**src/rtl/uirq_pkg.sv**
```systemverilog
package uirq_pkg;
  localparam int SRC_NUM = 7;
  localparam int CODE_W  = $clog2(SRC_NUM + 1);
  localparam int EN_W    = 4;

  localparam int EN_RX    = 0;
  localparam int EN_TX    = 1;
  localparam int EN_LINE  = 2;
  localparam int EN_MODEM = 3;

  typedef enum logic [CODE_W-1:0] {
    CODE_NONE  = 0,
    CODE_LINE  = 1,
    CODE_RXRDY = 2,
    CODE_RXTO  = 3,
    CODE_TXE   = 4,
    CODE_MODEM = 5,
    CODE_SPCHR = 6,
    CODE_FLOW  = 7
  } irqCode_t;

  typedef struct packed {
    logic setTx;
    logic clrTx;
    logic setSpc;
    logic clrSpc;
  } flagStb_t;

  // source index (0 = highest priority) -> enable group
  function automatic int srcGroup(input int idx);
    case (idx)
      0:       return EN_LINE;
      1, 2:    return EN_RX;
      3:       return EN_TX;
      4:       return EN_MODEM;
      5:       return EN_LINE;
      default: return EN_MODEM;
    endcase
  endfunction
endpackage

```
**src/rtl/uirq_ctrl.sv**
```systemverilog
module uirq_ctrl
  import uirq_pkg::*;
(
  input  logic              clk,
  input  logic              rstN,
  input  logic              txEmpty,
  input  logic              thrWr,
  input  logic              specialHit,
  input  logic              statusRd,
  input  logic [CODE_W-1:0] curCode,
  output flagStb_t          stb
);
  logic txEmptyQ;

  always_ff @(posedge clk or negedge rstN) begin
    if (!rstN) txEmptyQ <= 1'b1;
    else       txEmptyQ <= txEmpty;
  end

  always_comb begin
    stb.setTx  = txEmpty & ~txEmptyQ;
    stb.clrTx  = thrWr | (statusRd && (curCode == CODE_TXE));
    stb.setSpc = specialHit;
    stb.clrSpc = statusRd && (curCode == CODE_SPCHR);
  end

  AST_WRITE_CLEARS: assert property (@(posedge clk) disable iff (!rstN)
    (thrWr && !stb.setTx) |=> (curCode != CODE_TXE));
endmodule

```
**src/rtl/uirq_path.sv**
```systemverilog
module uirq_path
  import uirq_pkg::*;
#(
  parameter bit TX_PEND_AT_RESET = 1'b1
)(
  input  logic              clk,
  input  logic              rstN,
  input  flagStb_t          stb,
  input  logic [EN_W-1:0]   irqEn,
  input  logic              lineErr,
  input  logic              rxReady,
  input  logic              rxTimeout,
  input  logic              modemChg,
  input  logic              flowChg,
  output logic              irqOut,
  output logic [CODE_W-1:0] irqCode
);
  logic txPend;
  logic spcPend;
  logic [SRC_NUM-1:0] rawSrc;
  logic [SRC_NUM-1:0] gatedSrc;

  always_ff @(posedge clk or negedge rstN) begin
    if (!rstN)          txPend <= TX_PEND_AT_RESET;
    else if (stb.setTx) txPend <= 1'b1;
    else if (stb.clrTx) txPend <= 1'b0;
  end

  always_ff @(posedge clk or negedge rstN) begin
    if (!rstN)           spcPend <= 1'b0;
    else if (stb.setSpc) spcPend <= 1'b1;
    else if (stb.clrSpc) spcPend <= 1'b0;
  end

  assign rawSrc = {flowChg, spcPend, modemChg, txPend, rxTimeout, rxReady, lineErr};

  for (genvar g = 0; g < SRC_NUM; g++) begin : gen_gate
    localparam int GRP = srcGroup(g);
    assign gatedSrc[g] = rawSrc[g] & irqEn[GRP];
  end

  always_comb begin
    irqCode = CODE_NONE;
    for (int i = SRC_NUM - 1; i >= 0; i--) begin
      if (gatedSrc[i]) irqCode = CODE_W'(i + 1);
    end
  end

  assign irqOut = |gatedSrc;

  AST_IRQ_MATCHES_CODE: assert property (@(posedge clk) disable iff (!rstN)
    irqOut == (irqCode != CODE_NONE));
  AST_ENABLES_OFF: assert property (@(posedge clk) disable iff (!rstN)
    (irqEn == '0) |-> !irqOut);
  AST_RX_SHARED: assert property (@(posedge clk) disable iff (!rstN)
    (irqEn[EN_RX] && rxReady && !(irqEn[EN_LINE] && lineErr)) |-> (irqCode == CODE_RXRDY));
  AST_TX_AFTER_RESET: assert property (@(posedge clk) disable iff (!rstN)
    (TX_PEND_AT_RESET && !$past(rstN)) |-> txPend);
  AST_TX_CLEAR: assert property (@(posedge clk) disable iff (!rstN)
    (stb.clrTx && !stb.setTx) |=> !txPend);
  AST_SPC_HOLD: assert property (@(posedge clk) disable iff (!rstN)
    (spcPend && !stb.clrSpc) |=> spcPend);
  AST_FLOW_LAST: assert property (@(posedge clk) disable iff (!rstN)
    (irqCode == CODE_FLOW) |-> (!(irqEn[EN_LINE] && lineErr) &&
      !(irqEn[EN_RX] && (rxReady || rxTimeout)) && !(irqEn[EN_MODEM] && modemChg)));
endmodule

```
**src/rtl/uart_irq_prio.sv**
```systemverilog
module uart_irq_prio
  import uirq_pkg::*;
#(
  parameter bit TX_PEND_AT_RESET = 1'b1
)(
  input  logic              clk,
  input  logic              rstN,
  input  logic [EN_W-1:0]   irqEn,
  input  logic              lineErr,
  input  logic              rxReady,
  input  logic              rxTimeout,
  input  logic              txEmpty,
  input  logic              modemChg,
  input  logic              specialHit,
  input  logic              flowChg,
  input  logic              statusRd,
  input  logic              thrWr,
  output logic              irqOut,
  output logic [CODE_W-1:0] irqCode
);
  flagStb_t stb;

  uirq_ctrl i_ctrl (
    .clk        (clk),
    .rstN       (rstN),
    .txEmpty    (txEmpty),
    .thrWr      (thrWr),
    .specialHit (specialHit),
    .statusRd   (statusRd),
    .curCode    (irqCode),
    .stb        (stb)
  );

  uirq_path #(.TX_PEND_AT_RESET(TX_PEND_AT_RESET)) i_path (
    .clk       (clk),
    .rstN      (rstN),
    .stb       (stb),
    .irqEn     (irqEn),
    .lineErr   (lineErr),
    .rxReady   (rxReady),
    .rxTimeout (rxTimeout),
    .modemChg  (modemChg),
    .flowChg   (flowChg),
    .irqOut    (irqOut),
    .irqCode   (irqCode)
  );
endmodule

```
**config.mk**
```make
export PLATFORM = sky130hd
export DESIGN_NAME = uart_irq_prio
export DESIGN_NICKNAME = d
export VERILOG_FILES = /design/src/rtl/uirq_pkg.sv /design/src/rtl/uirq_ctrl.sv /design/src/rtl/uirq_path.sv /design/src/rtl/uart_irq_prio.sv
export SDC_FILE = /design/constraint.sdc
export NUM_CORES = 1
export LEC_CHECK = 0
export ABC_AREA = 1
export BUFFER_PORTS_ARGS = -buffer_cell sky130_fd_sc_hd__clkbuf_2
export CORE_AREA = 2 2 39 41
export CTS_CLUSTER_DIAMETER = 50
export DETAILED_ROUTE_END_ITERATION = 7
export DIE_AREA = 0 0 41 43
export GPL_TIMING_DRIVEN = 0
export PLACE_DENSITY_LB_ADDON = 0.12
export SYNTH_ARGS = -nofsm -noshare
export SYNTH_HDL_FRONTEND = slang
export SYNTH_SLANG_ARGS = --single-unit
```
**constraint.sdc**
```tcl
create_clock -name clk -period 2.6 [get_ports clk]
set_input_delay 0.26 -clock clk [delete_from_list [all_inputs] [get_ports clk]]
set_output_delay 0.26 -clock clk [all_outputs]
set_load 0.01 [all_outputs]
```
==> impl_metrics.csv <==
group,metric,value,unit
run_status,outcome,"finished clean",
global_route,antenna_found_initial,0,
power,p_per_area,449.0,nW/µm²
logic_synthesis,synth-seq-area-share,28.57,%
timing,hold_slack,0.1264,ns
clocking,clockRootBuffer,"clkbuf_4",
floorplan,die_x,41,µm
detailed_routing,dr.pass1.iters,1,
finish,layout.nets,86,
power,total_power,0.1877,mW
clocking,path_clk_slew,0.03,ns
clocking,htreeDepth,1,
floorplan,ios,19,
clocking,postCtsSetupRepairBufs,0,
clocking,clock_sink_count,3,
clocking,clk_latency,0.23,ns
setup_path,cp.arrival,1.26,ns
timing,finClkSkew,0.001670,ns
placement,place_congestion,0.6117,
timing,setup_ws,1.079,ns
finish,drive_gt1_share,47.14,%
detailed_routing,drt_iter0_drc,0,
timing,setup_viol,0,
setup_path,critPathKind,"flip-flop to output pin",
setup_path,r2r_start,"i_path.txPend$_DFFE_PN1P_",
global_route,grt_pass1_wl,993,µm
detailed_routing,remaining_drc_errors,0,
logic_synthesis,yosys_warnings,0,
hold_path,min_path_type,"input port to flip-flop",
hold_path,whs_path_depth,1,
setup_path,cp_max_fo,3,
timing,min_period,1.521,ns
placement,placed_cell_area,381.6,µm²
placement,io_buffer_count,18,
finish,antennaDiodeCount,0,
timing,fin_setup_tns,0,ns
detailed_routing,vias,309,
clocking,cts_buffers,3,
setup_path,endpoint_kind,"output pin",
global_route,grt_overflow_total,0,
floorplan,die_area,1763,µm²
logic_synthesis,synth_seq_cells,3,
detailed_routing,viasPerCell,3.593,
clocking,cts_tree,"yes",
timing,hold_viol,0,
timing,slew_violations,0,
logic_synthesis,syn_area_per_cell,5.777,µm²
finish,syn_to_final_growth,53.92,%
global_route,grt_max_degree,5,
power,ir_drop,0.2091,mV
floorplan,die_y,43,µm
global_route,grt_pass1_vias,287,
finish,fin_area,417.9,µm²
logic_synthesis,synthCells,47,
floorplan,row_count,14,
setup_path,worstPathRequired,2.34,ns
timing,rsz0062_at_grt,"no",
hold_path,min_to,"i_ctrl.txEmptyQ$_DFF_PN1_",
timing,tightest_slew,0.1006,ns
timing,slew-limit-headroom,93.28,%
flow_run,drv_cap,0,
placement,hpwl,492.7,µm
clocking,clk_path_buf_depth,2,
floorplan,coreArea,1384,µm²
setup_path,ff2ff_setup_slack,1.41,ns
logic_synthesis,synth_area,271.5,µm²
detailed_routing,routedWlPerCell,6.279,µm
placement,place_ws,1.304,ns
logic_synthesis,yosysUniqueCellTypes,10,
logic_synthesis,synth_nets,62,
setup_path,timing.rr.end,"i_path.spcPend$_DFFE_PN0P_",
timing,fmax,657.6,MHz
hold_path,min-delay-start,"txEmpty",
floorplan,start_util,19.62,%
timing,fin_crit_sh,58.49,%
power,p_leak,0.2728,nW
setup_path,ff2ff_path_depth,9,
detailed_routing,drt_wl_total,540,µm
detailed_routing,antenna_left,0,
global_route,grt_usage,8.434,%
setup_path,start_kind,"flip-flop",
per-layer routing:
| metal | up-vias | GRT usage, % | share of wire, % |
|---|---|---|---|
| met3 | 0 | 1.571 | 7.4 |
| met4 | 0 | 8.000 | 0 |
| li1 | 180 | - | - |
| met5 | - | 0 | 0 |
| met1 | 119 | 9.968 | 43 |
| met2 | 10 | 11.88 | 49 |
power by group:
part | switching [mW] | internal, mW
Combinational | 0.0308 | 0.0241
Sequential | 0.00110 | 0.0516
Clock | 0.0227 | 0.0574
critical path, cell delays in order (launching register included):
cell	delay, ns
dfstp_2	0.52
nand2_1	0.06
nand2_1	0.07
inv_2	0.05
nand2_1	0.06
nand2_2	0.05
nand2_1	0.07
inv_1	0.04
clkbuf_2	0.11
cell type report:
cell class              count  area, µm²
clock buffers               4      26.28
fillers                   169      965.9
inverters                  10      37.54
multi-input cells          34      156.4
flip-flops and latches      3      77.57
well taps                  16      20.02
repair buffers             19      100.1
flip-flops by register name, indices dropped and copies added, names as in the netlist:
register and count:
i_path.spcPend 1, i_ctrl.txEmptyQ 1, i_path.txPend 1
synth_stat cells:
master	n	area, µm²
inv_2	3	11.26
inv_1	7	26.28
nor2_4	1	11.26
nand3_1	2	10.01
nand2_1	22	82.58
nand2_2	5	31.28
nand3_2	1	10.01
dfstp_2	2	52.55
nor2_1	3	11.26
dfrtp_1	1	25.02
cells by family (layout without fill, tap and decap cells):
group	count (synthesis)	in the layout	synth area share (%)
buffers and inverters	10	33	13.83
flip-flops	3	3	28.57
AND/OR/NAND/NOR	34	34	57.60
cell usage in the layout (no fill, tap or decap):
cell type / n
inv_2: 3
nand3_1: 2
nand2_1: 22
inv_1: 7
dfrtp_1: 1
nand3_2: 1
dfstp_2: 2
dlygate4sd3_1: 1
nor2_1: 3
clkbuf_1: 1
clkbuf_4: 3
nor2_4: 1
clkbuf_2: 18
nand2_2: 5
metrics by stage:
stage | instances | util [%]
floorplan | 47 | -
global placement | 81 | 27.58
detailed placement | 81 | 27.58
CTS | 86 | 30.20
global route | 86 | 30.20
finish | 86 | 30.20
how the worst max path moves through the flow:
stage,depth (start not counted),to,slack [ns],start
finish,8,irqCode[1],1.08,i_path.txPend$_DFFE_PN1P_
global placement,8,irqCode[1],1.30,i_path.txPend$_DFFE_PN1P_
detailed placement,8,irqCode[1],1.30,i_path.txPend$_DFFE_PN1P_
global route,8,irqCode[1],0.93,i_path.txPend$_DFFE_PN1P_
CTS,8,irqCode[1],1.05,i_path.txPend$_DFFE_PN1P_
floorplan,7,irqCode[1],1.44,i_path.txPend$_DFFE_PN1P_
what timing repair did:
action / 4_1_cts / 5_1_grt
resized for setup: 0 / 0
hold endpoints to repair: 3 / 0
hold buffers: 1 / 0
Note: power is estimated with default switching activity, not from simulation.
